File: config.mk
export PLATFORM = sky130hd
export DESIGN_NAME = pkt_rate_limiter
export DESIGN_NICKNAME = d
export VERILOG_FILES = /design/src/rtl/rl_pkg.sv /design/src/rtl/rl_window_gen.sv /design/src/rtl/rl_channel.sv /design/src/rtl/pkt_rate_limiter.sv
export SDC_FILE = /design/constraint.sdc
export NUM_CORES = 1
export LEC_CHECK = 0
export BUFFER_PORTS_ARGS = -buffer_cell sky130_fd_sc_hd__buf_2
export CAP_MARGIN = 30
export CORE_MARGIN = 3
export CORE_UTILIZATION = 40
export DETAILED_ROUTE_END_ITERATION = 8
export REMOVE_ABC_BUFFERS = 1
export SLEW_MARGIN = 20
export SYNTH_ARGS = -nofsm -noshare
export SYNTH_HDL_FRONTEND = slang
export SYNTH_SLANG_ARGS = --single-unit
File: constraint.sdc
create_clock -name clk -period 11.12 [get_ports clk]
set_input_delay 0.556 -clock clk [delete_from_list [all_inputs] [get_ports clk]]
set_output_delay 0.556 -clock clk [all_outputs]
set_load 0.03 [all_outputs]
File: src/rtl/rl_pkg.sv
package rl_pkg;
  localparam int NUM_CH     = 4;
  localparam int PRESCALE_W = 20;
  localparam int ALLOW_W    = 8;
endpackage

File: src/rtl/rl_window_gen.sv
module rl_window_gen #(
  parameter int PRESCALE_W = rl_pkg::PRESCALE_W
) (
  input  logic                  clk,
  input  logic                  rst_n,
  input  logic [PRESCALE_W-1:0] prescale_i,
  output logic                  active_o,
  output logic                  tick_o
);
  localparam logic [PRESCALE_W-1:0] ONE = PRESCALE_W'(1);

  logic [PRESCALE_W-1:0] pos_q;

  assign active_o = (prescale_i != '0);
  // >= covers a prescale value lowered below the current position
  assign tick_o   = active_o && (pos_q >= (prescale_i - ONE));

  always_ff @(posedge clk) begin
    if (!rst_n)          pos_q <= '0;
    else if (!active_o)  pos_q <= '0;
    else if (tick_o)     pos_q <= '0;
    else                 pos_q <= pos_q + ONE;
  end


  window_restart_chk: assert property (@(posedge clk) disable iff (!rst_n)
    tick_o |=> (pos_q == '0));

  idle_hold_chk: assert property (@(posedge clk) disable iff (!rst_n)
    (prescale_i == '0) |=> (pos_q == '0));
endmodule

File: src/rtl/rl_channel.sv
module rl_channel #(
  parameter int ALLOW_W = rl_pkg::ALLOW_W
) (
  input  logic               clk,
  input  logic               rst_n,
  input  logic               active_i,
  input  logic               tick_i,
  input  logic               hit_i,
  input  logic [ALLOW_W-1:0] allow_i,
  output logic               vld_o,
  output logic               over_o
);
  localparam logic [ALLOW_W-1:0] CNT_MAX = '1;

  logic [ALLOW_W-1:0] cnt_q;
  logic [ALLOW_W-1:0] cnt_eff;
  logic [ALLOW_W-1:0] cnt_nxt;
  logic               vld_q;
  logic               over_q;
  logic               over_now;

  // a window start makes this cycle's packet the first of the new window
  assign cnt_eff  = (tick_i || !active_i) ? '0 : cnt_q;
  assign over_now = active_i && hit_i && (cnt_eff >= allow_i);

  always_comb begin
    cnt_nxt = cnt_eff;
    if (active_i && hit_i && (cnt_eff != CNT_MAX))
      cnt_nxt = cnt_eff + ALLOW_W'(1);
  end

  always_ff @(posedge clk) begin
    if (!rst_n) begin
      cnt_q  <= '0;
      vld_q  <= 1'b0;
      over_q <= 1'b0;
    end else begin
      cnt_q  <= cnt_nxt;
      vld_q  <= hit_i;
      over_q <= over_now;
    end
  end

  assign vld_o  = vld_q;
  assign over_o = over_q;


  vld_from_hit_chk: assert property (@(posedge clk) disable iff (!rst_n)
    vld_q |-> $past(hit_i));

  over_needs_vld_chk: assert property (@(posedge clk) disable iff (!rst_n)
    over_q |-> vld_q);

  zero_allow_chk: assert property (@(posedge clk) disable iff (!rst_n)
    (active_i && hit_i && allow_i == '0) |=> over_q);

  pass_below_chk: assert property (@(posedge clk) disable iff (!rst_n)
    (active_i && hit_i && !tick_i && cnt_q < allow_i) |=> !over_q);

  sat_hold_chk: assert property (@(posedge clk) disable iff (!rst_n)
    (active_i && !tick_i && cnt_q == CNT_MAX) |=> (cnt_q == CNT_MAX));
endmodule

File: src/rtl/pkt_rate_limiter.sv
module pkt_rate_limiter #(
  parameter int NUM_CH     = rl_pkg::NUM_CH,
  parameter int PRESCALE_W = rl_pkg::PRESCALE_W,
  parameter int ALLOW_W    = rl_pkg::ALLOW_W
) (
  input  logic                        clk,
  input  logic                        rst_n,
  input  logic [PRESCALE_W-1:0]       prescale,
  input  logic [NUM_CH*ALLOW_W-1:0]   allowance,
  input  logic [NUM_CH-1:0]           hit,
  output logic [NUM_CH-1:0]           verdict_vld,
  output logic [NUM_CH-1:0]           over_limit
);
  logic win_active;
  logic win_tick;

  rl_window_gen #(.PRESCALE_W(PRESCALE_W)) u_win (
    .clk        (clk),
    .rst_n      (rst_n),
    .prescale_i (prescale),
    .active_o   (win_active),
    .tick_o     (win_tick)
  );

  for (genvar g = 0; g < NUM_CH; g++) begin : g_ch
    rl_channel #(.ALLOW_W(ALLOW_W)) u_ch (
      .clk      (clk),
      .rst_n    (rst_n),
      .active_i (win_active),
      .tick_i   (win_tick),
      .hit_i    (hit[g]),
      .allow_i  (allowance[g*ALLOW_W +: ALLOW_W]),
      .vld_o    (verdict_vld[g]),
      .over_o   (over_limit[g])
    );
  end


  idle_pass_chk: assert property (@(posedge clk) disable iff (!rst_n)
    (prescale == '0) |=> (over_limit == '0));
endmodule

==> results of run 1 <==
worst max-delay path, cell delays in order:
cell and delay (ns):
sky130_fd_sc_hd__buf_2 0.13, sky130_fd_sc_hd__or4_4 0.55, sky130_fd_sc_hd__or3_1 0.35, sky130_fd_sc_hd__nor2_1 0.14, sky130_fd_sc_hd__xnor2_1 0.14, sky130_fd_sc_hd__ha_1 0.26, sky130_fd_sc_hd__a21o_1 0.18, sky130_fd_sc_hd__a21o_1 0.17
sky130_fd_sc_hd__a2111oi_0 0.51, sky130_fd_sc_hd__o211ai_1 0.21, sky130_fd_sc_hd__buf_4 0.23, sky130_fd_sc_hd__nor2_1 0.65, sky130_fd_sc_hd__buf_4 0.31, sky130_fd_sc_hd__and2_1 0.15, sky130_fd_sc_hd__ha_1 0.18, sky130_fd_sc_hd__nand2_1 0.10
sky130_fd_sc_hd__or3b_2 0.48, sky130_fd_sc_hd__o211ai_1 0.27, sky130_fd_sc_hd__nor4_1 0.13, sky130_fd_sc_hd__xnor2_1 0.16, sky130_fd_sc_hd__nor2_1 0.05
cells in the final DEF, fill, tap and decap left out, drive strengths merged, types with 7 or more instances in the layout:
cell type and instances:
o211ai 7, xnor2 32, nor2 69, inv 42
o21ai 16, nand2 27, a21o 8, nand3 33
dfxtp 60, buf 68, nand2b 10, a21oi 17
and2 36, ha 59, and3 13, xor2 19
clkbuf 12, nor3 22, nor4 9
registers in the layout, summed over array words and instances (netlist names):
| name | cells |
|---|---|
| g_ch.u_ch.cnt_q | 32 |
| g_ch.u_ch.over_o | 4 |
| g_ch.u_ch.vld_o | 4 |
| u_win.pos_q | 20 |
layout make-up:
cell class / instances / area (µm²)
Sequential cell: 60 / 1200
Fill cell: 1084 / 5810
Multi-Input combinational cell: 434 / 3000
Timing Repair Buffer: 68 / 348
Clock inverter: 3 / 15.0
Inverter: 42 / 158
Clock buffer: 12 / 236
Tap cell: 140 / 175
logic make-up after synthesis:
group / after synthesis / synth area share [%]
simple gates: 246 / 28.1
flops: 60 / 26.6
compound gates: 74 / 11.0
fa+ha+maj: 59 / 16.3
xor+xnor: 51 / 9.88
mux: 4 / 0.885
buf+inv: 67 / 7.17
through the flow:
stage / utilization (%) / power [mW] / hold slack [ns] / cell area, µm² / cells
after floorplan: - / 0.266 / 0.437 / 4360 / 536
after global placement: 44.6 / 0.290 / 0.461 / 4880 / 744
after detailed placement: 44.6 / 0.292 / 0.473 / 4880 / 744
after CTS: 46.9 / 0.534 / 0.484 / 5130 / 759
after global routing: 46.9 / 0.555 / 0.520 / 5130 / 759
final: 46.9 / 0.526 / 0.479 / 5130 / 759
layer usage:
metal	vias to the layer above	global-route usage, %	part of all wire [%]
li1	2043	-	-
met1	1798	19.3	46
met2	75	28.6	48
met3	8	3.13	4.3
met4	0	5.29	0.95
met5	-	0	0
worst max path at each step:
stage | from | endpoint | slack [ns] | depth (start not counted)
after floorplan | prescale[11] | g_ch[3].u_ch.cnt_q[5]$_SDFF_PN0_ | 5.73 | 18
after global placement | prescale[11] | g_ch[3].u_ch.cnt_q[5]$_SDFF_PN0_ | 5.36 | 21
after detailed placement | prescale[11] | g_ch[3].u_ch.cnt_q[3]$_SDFF_PN0_ | 4.98 | 21
after CTS | prescale[11] | g_ch[3].u_ch.cnt_q[3]$_SDFF_PN0_ | 5.32 | 21
after global routing | prescale[6] | g_ch[3].u_ch.cnt_q[5]$_SDFF_PN0_ | 4.81 | 22
final | prescale[11] | g_ch[3].u_ch.cnt_q[7]$_SDFF_PN0_ | 5.40 | 21
where the power goes:
group / switching, mW / internal (mW) / total [mW]
registers: 0.00390 / 0.220 / 0.224
clock network: 0.0911 / 0.148 / 0.239
logic: 0.0342 / 0.0292 / 0.0634
total: 0.129 / 0.397 / 0.526
synth_stat cells (6+ instances only):
cell type and n:
sky130_fd_sc_hd__a21o_1 8, sky130_fd_sc_hd__a21oi_1 17, sky130_fd_sc_hd__and2_1 35, sky130_fd_sc_hd__and3_1 13, sky130_fd_sc_hd__buf_4 13, sky130_fd_sc_hd__clkbuf_1 7, sky130_fd_sc_hd__dfxtp_1 60, sky130_fd_sc_hd__ha_1 59
sky130_fd_sc_hd__inv_1 42, sky130_fd_sc_hd__nand2_1 27, sky130_fd_sc_hd__nand2b_1 9, sky130_fd_sc_hd__nand3_1 33, sky130_fd_sc_hd__nor2_1 69, sky130_fd_sc_hd__nor3_1 22, sky130_fd_sc_hd__nor3b_1 6, sky130_fd_sc_hd__nor4_1 8
sky130_fd_sc_hd__o211ai_1 7, sky130_fd_sc_hd__o21ai_0 15, sky130_fd_sc_hd__xnor2_1 32, sky130_fd_sc_hd__xor2_1 19
==> results, run 1 <==
- The run finished with clean final reports.
- The internal reg-to-reg setup slack is 6.56 ns.
- The data arrival time of the critical path is about 5.9 ns.
- The clock latency on the worst-skew pair is roughly 0.32 ns.
- By area the synthesized netlist is led by sky130_fd_sc_hd__dfxtp_1 (27%), sky130_fd_sc_hd__ha_1 (16%), sky130_fd_sc_hd__xnor2_1 (6.2%).
- In this run the remaining antenna-violating nets after routing total 0.
- Cells with a size suffix above 1 make up a little over an eighth of the layout.
- Headroom to the max-slew limit came out at between 40% and 50%.
- The per-cell via count in the routed design is between 5 and 6.
- Entering global routing, the biggest net connects 37 pins.
- The via count of the first global-routing pass came to 3,906.
- The critical register-to-register path startpoint is u_win.pos_q[17]$_SDFF_PP0_.
- TritonCTS built the clock tree.
- The distinct cell type count of the synthesized netlist is 50.
- The final layout contains routed wiring with a total length of about 9.8 mm.
- The capturing element type of the critical path is a flip-flop.
- Yosys printed 0 warnings.
- Synthesis inferred 60 register bits.
- Across the VDD grid, the largest voltage drop is between 0.00007 and 0.00008 V.
- The highest achievable clock rate is 175 MHz.
- The total of max-cap violations is 0.
- The power density over the cells is approximately 100 nW/µm².
- After global routing the overflow that remains totals 0.
- The floorplan step defined a core boundary enclosing 10,900 µm².
- The buffer levels on the longest clock path is 2.
- The H-tree generated during clock tree synthesis spans 3 levels.
- The startpoint identified for the worst hold timing path is u_win.pos_q[0]$_SDFF_PP0_.
- For this run, asynchronously set or reset flops after synthesis account for 0%.
- The static leakage power is roughly 2.3 nW.
- The worst setup path is of the in2reg kind.
- Dividing the synthesized area by the synthesized cell count gives between 8 and 9 µm².
- The number of failing setup endpoints in the final timing report is 0.
- The initial antenna violation count is 0.
- The post-placement worst setup slack is 4.98 ns.
- The count of hold buffers inserted by post-cts repair is 0.
- The minimum clock period is approximately 5.7 ns.
- The HPWL after detailed placement is approximately 7.6 mm.
- The layout overhead on the synthesized area is 13.4%.
- For this run, the detailed router's first-pass iteration total came to 4.
- STA puts the critical path data required time at approximately 11 ns.
- Of all cell types, the one taking the most synthesized area is sky130_fd_sc_hd__dfxtp_1.
- STA classifies the critical path startpoint as an input pin.
- The post-synth design cell area is 4520 µm².
- Summing the sequential cell areas from Yosys gives roughly a quarter of the chip area.
- The largest fanout of any net on the critical path is 17.
- At the end of routability-driven placement, the weighted congestion stood at 0.826.
- Setup slack closes at about 5.4 ns.
- For this design the top-level I/O count stands at 66.
- The min-delay analysis places its worst path in the category reg2reg.
- The critical register-to-register path endpoint is g_ch[3].u_ch.cnt_q[7]$_SDFF_PN0_.
- The worst-margin pin slew is around 0.83 ns.
- The worst register-to-register path has a depth of 16.
- Dividing the detail-routed wire length by the instance count gives 12.9 µm.
- The number of endpoints with negative hold slack in the final report is 0.
- The total count of max-transition violations in the final report is 0.
- 0 antenna diodes ended up in the layout.
- The overall fraction of global-route tracks in use is roughly 16%.
- The first global-routing pass estimated 17.0 mm of wire.
- Measured along the y axis, the die boundary spans about 110 µm.
- Input and output buffers added on the ports amount to 65.
- The initial core utilization is approximately two fifths.
- The number of post-CTS setup repair buffers is 0.
- The die covers 12,600 µm².
- The count of routing violations after the opening detailed-route iteration is 110.
- At the end of the flow, the number of nets in the layout was approximately 730.
- The most used flip-flop cell after synthesis is sky130_fd_sc_hd__dfxtp_1.
- The synthesized design contains 0 enable-type register cells.
- Between clock sinks in the finished design, the worst skew comes to about 0.0066 ns.
- The depth of the worst hold-timing path is 1.
- Setup repair after global routing left no endpoint under its margin.
- The floorplan has 38 rows.
- The share of the synthesized area in the top cell type is a little over a quarter.
- The sum of negative setup slack is 0 ns.
- The clock slew seen by the registers of the worst setup and hold paths is about 0.050 ns.
- The sink of the worst hold path is u_win.pos_q[0]$_SDFF_PP0_.
- The detailed router placed just under 4,000 vias in this run.
- The clock net in this run drives a total of 60 sinks.
- After detailed routing, the number of remaining DRC violations is 0.
- After technology mapping, the gate count stands at 561.
- Buffers inserted during clock tree synthesis total 9.
- The number of gates resized after CTS was 0.
- The CTS root buffer is sky130_fd_sc_hd__clkbuf_16.
- The share of the cycle needed by the critical path after routing is roughly half.
- The overall die width is 112 µm.
Power figures use the tool's default switching activity.
==> inputs of run 2 (changes only) <==
--- a/config.mk
+++ b/config.mk
@@ -5,6 +5,7 @@
 export SDC_FILE = /design/constraint.sdc
 export NUM_CORES = 1
 export LEC_CHECK = 0
+export ABC_AREA = 1
 export BUFFER_PORTS_ARGS = -buffer_cell sky130_fd_sc_hd__buf_2
 export CAP_MARGIN = 30
 export CORE_MARGIN = 3
==> constraint.sdc (replaced) <==
create_clock -name clk -period 5.9 [get_ports clk]
set_input_delay 0.295 -clock clk [delete_from_list [all_inputs] [get_ports clk]]
set_output_delay 0.295 -clock clk [all_outputs]
set_load 0.03 [all_outputs]
==> results, run 2 <==
- The per-instance average area after synthesis is 6.85 µm² (-15%).
- The worst-margin pin slew is 0.791 ns (-0.0429 ns).
- The post-placement worst setup slack is 0.857 ns (-4.12 ns).
- The net switching power is 0.249 mW (+93%).
- The critical register-to-register path startpoint is u_win.pos_q[19]$_SDFF_PP0_.
- The overall die width was 116 µm (+3.6%).
- The wire length of the first global-routing pass is 18.8 mm (+11%).
- The total of max-cap violations is 0 (unchanged).
- The total count of max-transition violations in the final report is 0 (unchanged).
- The sum of negative setup slack is 0 ns (unchanged).
- Setup repair after global routing left no endpoint under its margin.
- The number of search-and-repair iterations in the first detailed-routing pass was 4 (unchanged).
- The sink of the worst hold path is g_ch[1].u_ch.vld_o$_SDFF_PN0_.
- The worst hold slack across all endpoints is 0.166 ns (-0.313 ns).
- The layout overhead on the synthesized area is 13.4% (about the same).
- The distinct cell type count of the synthesized netlist is 35 (-30%).
- The worst hold path class is in2reg.
- The post-synth design cell area is 4870 µm² (+7.7%).
- The number of failing setup endpoints in the final timing report is 0 (unchanged).
- The worst slew margin relative to its limit is 47.1% (+2.9 points).
- The largest register by flop count is g_ch.u_ch.cnt_q.
- For this design, the slowest cell found on the critical path is sky130_fd_sc_hd__nor3_1.
- The most common cell after layout, fill and taps aside is sky130_fd_sc_hd__nand2_1.
- The number of nets in the layout is 888 (+21%).
- The setup skew after layout is 0.00601 ns (-0.000601 ns).
- The total power is 1.00 mW (+90%).
- The placer's final routability congestion estimate is 0.867 (+5.0%).
- The most frequent cell after synthesis is sky130_fd_sc_hd__nand2_1.
- The clock power share is 46.0% (+0.6 points).
- The data required time at the worst endpoint is 6.12 ns (-5.20 ns).
- The number of filler cells placed in the layout was 1,186 (+9.4%).
- The part of the power in registers is 41.8% (-0.7 points).
- The residual antenna-violating net count after detailed routing was 0 (unchanged).
- In the final layout, the registers with the most flip-flops are g_ch.u_ch.cnt_q: 32 flops, u_win.pos_q: 20 flops.
- The final core utilization is 47.4% (+0.44 points).
- The cell type with the largest total area after synthesis is sky130_fd_sc_hd__dfxtp_1.
- The average wire length per cell after detail routing is 11.6 µm (-9.7%).
- The flow ran to the end, and the final reports show no timing, DRC or antenna violations.
- The share of the synthesized area in the top cell type is 24.7% (-1.9 points).
- The data arrival time of the critical path was 4.91 ns (-1.01 ns).
- The wire length after detailed routing is 10.7 mm (+9.1%).
- The initial antenna violation count came to 0 (unchanged).
- The area of the die is 13,500 µm² (+7.3%).
- The cell count of the worst reg-to-reg path is 16 (unchanged).
- The sequential-to-total area share from yosys stat was 24.7% (-1.9 points).
- The initial core utilization is 41.8% (+0.42 points).
- The CTS buffer count came to 9 (unchanged).
- The overall fraction of global-route tracks in use was 17.0% (+0.92 points).
- The vertical die dimension is 116 µm (+3.6%).
- The maximum level of the CTS H-tree is 3 (unchanged).
- The critical path class is in2reg.
- The fraction of final layout cells sized beyond drive strength 1 came to 15.4% (+1.6 points).
- The count of input and output buffers was 65 (unchanged).
- In the synthesized netlist, the cells that appear most often are sky130_fd_sc_hd__nand2_1 (136), sky130_fd_sc_hd__inv_1 (118), sky130_fd_sc_hd__nor2_1 (101).
- The warning count from the yosys run came to 0 (unchanged).
- The clock slew seen by the registers of the worst setup and hold paths is 0.05 ns (about the same).
- The buffer levels on the longest clock path came to 2 (unchanged).
- The met1 layer wirelength in the final routing is 5.36 mm (+18%).
- The static leakage power is 2.80 nW (+21%).
- The number of vias after detailed routing was 4,458 (+14%).
- The cell internal power dissipation is 0.751 mW (+89%).
- The largest fanout of any net on the critical path came to 18 (+1).
- The antenna diode instance count was 0 (unchanged).
- The highest achievable clock rate is 213 MHz.
- The worst stage delay on the critical path is 0.35 ns (-0.30 ns).
- The depth of the worst hold-timing path came to 3 (+2).
- TritonCTS built the clock tree.
- The internal reg-to-reg setup slack was 2.53 ns (-4.03 ns).
- The count of routing violations after the opening detailed-route iteration is 215 (+95%).
- The count of hold buffers inserted by post-cts repair was 0 (unchanged).
- The number of design rule violations left after detail routing is 0 (unchanged).
- The top layer reached by signal wires is met4.
- The HPWL after detailed placement came to 8.56 mm (+12%).
- The number of flip-flops and latches in the synthesized netlist is 60 (unchanged).
- The met2 wire length was 4.82 mm (+2.4%).
- The capturing element type of the critical path is a flip-flop.
- After synthesis, the cell types taking the most area are sky130_fd_sc_hd__dfxtp_1 (25%), sky130_fd_sc_hd__ha_1 (15%), sky130_fd_sc_hd__nand2_1 (10%).
- The tree is rooted in a sky130_fd_sc_hd__clkbuf_16.
- The clock latency on the worst-skew pair is 0.32 ns (about the same).
- The via count of the first global-routing pass is 4,260 (+9.1%).
- The number of enable-type register cells in the synthesized netlist is 0 (unchanged).
- STA classifies the critical path startpoint as an input pin.
- The pin count of the biggest net entering global routing is 24 (-35%).
- After layout, the minimum clock period comes to between 4 and 5 ns.
- The critical register-to-register path endpoint is g_ch[0].u_ch.over_o$_SDFF_PN0_.
- The power density over the cells is 181 nW/µm² (+76%).
- The flip-flop count of the largest register after layout is 32 (unchanged).
- The number of post-CTS setup repair buffers is 0 (unchanged).
- The startpoint identified for the worst hold timing path is hit[1].
- The post-cts sizing count was 0 (unchanged).
- The share of the cycle needed by the critical path after routing is between 70 and 80%.
- In the layout the commonest cells are sky130_fd_sc_hd__nand2_1 (136), sky130_fd_sc_hd__inv_1 (118), sky130_fd_sc_hd__nor2_1 (101).
- The number of endpoints with negative hold slack in the final report is 0 (unchanged).
- The standard cell core area is 11,700 µm² (+6.6%).
- The site row count came to 39 (+2.6%).
- The total met3 wirelength after detailed routing is 312 µm (-26%).
- The per-cell via count in the routed design came to 4.86 (-6.0%).
- The count of mapped cells out of synthesis is 711 (+27%).
- The share of flip-flops with an asynchronous set or reset is 0% (unchanged).
- The total overflow reported by the global router was 0 (unchanged).
- The dominant register cell in the synthesized netlist is sky130_fd_sc_hd__dfxtp_1.
- The proportion of power drawn by combinational gates was 12.2% (+0.2 points).
- The smallest setup slack after layout came to 1.21 ns (-4.19 ns).
- The worst vdd rail ir drop is 0.000117 V (+56%).
- The clock sink count is 60 (unchanged).
- The switching part of the total power is 24.9% (+0.38 points).
- The top-level I/O count is 66 (unchanged).
==> run 2: layer usage <==
metal / GRT usage (%) / vias to the layer above
met5: 0 / -
met4: 5.41 / 0
met3: 3.01 / 10
met2: 28.2 / 60
met1: 22.4 / 2008
li1: - / 2380
==> run 2: cells by family after synthesis <==
kind of cell,after synthesis,share of synthesized area (%)
buffers and inverters,141,12.0
AND/OR/NAND/NOR,357,35.6
adder cells (fa/ha/maj),59,15.2
AO/OA/AOI/OAI,62,6.83
flip-flops,60,24.7
XOR/XNOR,32,5.75
==> run 2: worst max-delay path, delay by kind of cell <==
kind            cells  cell delay, ns
simple gates       13            2.86
xor+xnor            1            0.17
buf+inv             2            0.19
compound gates      7            0.86
fa+ha+maj           2            0.52
==> run 2: worst max path at each step <==
stage,from,end
after floorplan,prescale[0],g_ch[0].u_ch.over_o$_SDFF_PN0_
after global placement,prescale[0],g_ch[0].u_ch.over_o$_SDFF_PN0_
after detailed placement,prescale[0],g_ch[0].u_ch.over_o$_SDFF_PN0_
after CTS,prescale[0],g_ch[0].u_ch.over_o$_SDFF_PN0_
after global routing,prescale[0],g_ch[0].u_ch.over_o$_SDFF_PN0_
final,prescale[0],g_ch[0].u_ch.over_o$_SDFF_PN0_
==> run 2: power groups by stage <==
stage / clock network (mW) / logic, mW / registers, mW
2_1_floorplan: 0 / 0.0737 / 0.429
3_3_place_gp: 0 / 0.119 / 0.426
3_5_place_dp: 0 / 0.123 / 0.426
4_1_cts: 0.473 / 0.124 / 0.418
5_1_grt: 0.492 / 0.144 / 0.419
6_report: 0.460 / 0.122 / 0.418
==> run 2: cell type report <==
class,count,area (µm²),share of cell area (%)
multi-input cells,510,3090,55.9
clock inverters,3,15.0,0.272
flip-flops and latches,60,1200,21.7
repair buffers,66,333,6.03
clock buffers,11,243,4.40
inverters,124,465,8.43
well taps,143,179,3.24
==> run 2: metrics by stage <==
step | instance area [µm²] | instances
finish | 5520 | 917
global placement | 5270 | 903
CTS | 5520 | 917
floorplan | 4750 | 694
global route | 5520 | 917
detailed placement | 5270 | 903
==> inputs of run 3 (changes only) <==
==> constraint.sdc (replaced) <==
create_clock -name clk -period 4.1 [get_ports clk]
set_input_delay 0.205 -clock clk [delete_from_list [all_inputs] [get_ports clk]]
set_output_delay 0.205 -clock clk [all_outputs]
set_load 0.03 [all_outputs]
==> results, run 3 (synthesis gave the netlist of run 2 again) <==
- The highest achievable clock rate is around 270 MHz.
- The start point of the critical path is prescale[0].
- The total overflow reported by the global router is 0 (unchanged).
- The number of endpoints with negative hold slack in the final report is 0 (unchanged).
- The type of origin of the critical path is an input pin.
- The net switching power was 0.375 mW (+50%).
- The data arrival time of the critical path is 3.92 ns (-0.99 ns).
- The initial antenna violation count is 0 (unchanged).
- The average wire length per cell after detail routing was 11.5 µm (-0.67%).
- The maximum level of the CTS H-tree was 3 (unchanged).
- The count of hold buffers inserted by post-cts repair is 0 (unchanged).
- The critical path is of the in2reg type.
- The fraction of final layout cells sized beyond drive strength 1 is 18.4% (+3.0 points).
- Setup repair after global routing left no endpoint under its margin.
- Leaving out fill and tap cells, the most frequent cells in the layout are sky130_fd_sc_hd__nand2_1 (136), sky130_fd_sc_hd__inv_1 (118), sky130_fd_sc_hd__nor2_1 (101).
- The worst vdd rail ir drop is 0.000200 V (+71%).
- The total count of max-transition violations in the final report came to 0 (unchanged).
- Leaving out fill and tap cells, the most frequent cell in the layout is sky130_fd_sc_hd__nand2_1.
- The via count of the first global-routing pass came to 4,454 (+4.6%).
- The worst-margin pin slew was 0.579 ns (-0.212 ns).
- The part of the power in registers is 36.0% (-5.8 points).
- STA classifies the critical path endpoint as a flip-flop.
- The placement-stage cell area was 5440 µm² (+3.3%).
- The total of max-cap violations came to 0 (unchanged).
- The number of post-CTS setup repair buffers is 0 (unchanged).
- The standard cell core area is 11,700 µm² (unchanged).
- The CTS buffer count is 9 (unchanged).
- More flip-flops sit in one register than any other, and that register is g_ch.u_ch.cnt_q.
- The static leakage power was 2.95 nW (+5.6%).
- The sum of negative setup slack is 0 ns (unchanged).
- In the final layout, the registers with the most flip-flops are g_ch.u_ch.cnt_q: 32 flops, u_win.pos_q: 20 flops.
- The vertical die dimension is 116 µm (unchanged).
- The proportion of power drawn by combinational gates is 10.9% (-1.3 points).
- The initial core utilization is 41.8% (unchanged).
- The per-cell via count in the routed design was 4.83 (-0.67%).
- The post-cts sizing count is 0 (unchanged).
- The number of nets in the layout is 911 (+2.6%).
- The top-level I/O count was 66 (unchanged).
- The HPWL after detailed placement was 8.89 mm (+3.8%).
- The wire length of the first global-routing pass is 19.2 mm (+2.2%).
- The clock slew seen by the registers of the worst setup and hold paths came to 0.06 ns (about the same).
- The site row count was 39 (unchanged).
- The number of vias after detailed routing was 4,549 (+2.0%).
- The slowest cell on the critical path is sky130_fd_sc_hd__ha_1.
- The smallest setup slack after layout came to 0.396 ns (-0.814 ns).
- The number of failing setup endpoints in the final timing report is 0 (unchanged).
- The power density over the cells is 287 nW/µm² (+59%).
- TritonCTS built the clock tree.
- The switching part of the total power is 22.4% (-2.5 points).
- The cell sitting at the root of the clock tree is a sky130_fd_sc_hd__clkbuf_16.
- The clock power share is 53.1% (+7.1 points).
- The overall die width came to 116 µm (unchanged).
- Dividing the final minimum period by the clock period gives 90.3%.
- The source of the worst hold timing path is hit[1].
- The pin count of the biggest net entering global routing was 24 (unchanged).
- The data required time at the worst endpoint is 4.32 ns (-1.80 ns).
- The number of design rule violations left after detail routing was 0 (unchanged).
- The number of filler cells placed in the layout came to 1,167 (-1.6%).
- The worst hold path class is in2reg.
- In this design, the critical path's most frequently occurring cell is sky130_fd_sc_hd__nand2_1.
- The clock latency on the worst-skew pair is 0.33 ns (about the same).
- The wire length after detailed routing is 10.9 mm (+2.0%).
- The antenna diode instance count is 0 (unchanged).
- The clock sink count is 60 (unchanged).
- The layout overhead on the synthesized area is 19.4%.
- The count of input and output buffers is 65 (unchanged).
- The total power is 1.67 mW (+67%).
- The worst stage delay on the critical path is 0.27 ns (-0.08 ns).
- The flip-flop count of the largest register after layout came to 32 (unchanged).
- The overall fraction of global-route tracks in use is 17.4% (+0.45 points).
- The residual antenna-violating net count after detailed routing is 0 (unchanged).
- The largest fanout of any net on the critical path is 7 (-11).
- The count of routing violations after the opening detailed-route iteration is 173 (-20%).
- The cell internal power dissipation came to 1.30 mW (+73%).
- The worst slew margin relative to its limit is 61.2% (+14 points).
- The post-placement worst setup slack is -0.0434 ns (-0.901 ns).
- The buffer levels on the longest clock path is 2 (unchanged).
- The placer's final routability congestion estimate is 0.876 (+0.99%).
- The area of the die is 13,500 µm² (unchanged).
- The final instance area was 5820 µm² (+5.3%).
- The flow ran to the end, and the final reports show no timing, DRC or antenna violations.
- The worst register-to-register path begins at u_win.pos_q[11]$_SDFF_PP0_.
- The setup skew after layout is 0.00957 ns (+0.00356 ns).
- The smallest clock period supported by the final layout is computed as 3.70 ns.
- The number of search-and-repair iterations in the first detailed-routing pass came to 4 (unchanged).
- The worst hold slack across all endpoints is 0.0726 ns (-0.0930 ns).
## run 3: changes by cell type in the layout (fill, tap and decap cells not counted), sizes merged
cell / delta
clkbuf: +1
clkinv: -2
buf: +23
bufinv: +3
## run 3: routing by layer
metal  routed length (µm)  up-vias  track usage [%]
met5                    0        -                0
met4                  165        0             6.26
met3                  371       13             3.06
met2                 5040       70             28.5
met1                 5290     2034             23.1
li1                     -     2432                -
## run 3: path summary, 6_finish.rpt
check        slack [ns]  cells after the start                             end
max                0.40                     29  g_ch[0].u_ch.over_o$_SDFF_PN0_
min                0.07                      3   g_ch[1].u_ch.vld_o$_SDFF_PN0_
max reg2reg        1.20                     17  g_ch[0].u_ch.over_o$_SDFF_PN0_
min reg2reg        0.46                      1       u_win.pos_q[0]$_SDFF_PP0_
## run 3: layout make-up
type	count	area, µm²	area share, %
Tap cell	143	179	3.08
Multi-Input combinational cell	510	3110	53.5
Clock inverter	4	95.1	1.63
Timing Repair Buffer	89	505	8.69
Clock buffer	12	256	4.41
Inverter	124	465	8.00
Sequential cell	60	1200	20.6
## run 3: per-stage QoR
stage	std cells	util, %
6_report	942	49.9
5_1_grt	942	49.9
4_1_cts	942	49.6
3_5_place_dp	926	46.6
3_3_place_gp	926	46.6
2_1_floorplan	694	-
## run 3: worst max-delay path, delay by kind of cell
kind	cells	cell delay (ns)
buf+inv	5	0.40
xor+xnor	1	0.21
compound gates	6	0.72
fa+ha+maj	3	0.69
simple gates	14	1.69
## run 3: power groups by stage
stage	registers [mW]	logic, mW	clock network [mW]
floorplan	0.617	0.106	0
global route	0.602	0.214	0.933
global placement	0.613	0.177	0
finish	0.601	0.183	0.888
detailed placement	0.614	0.183	0
CTS	0.601	0.185	0.908
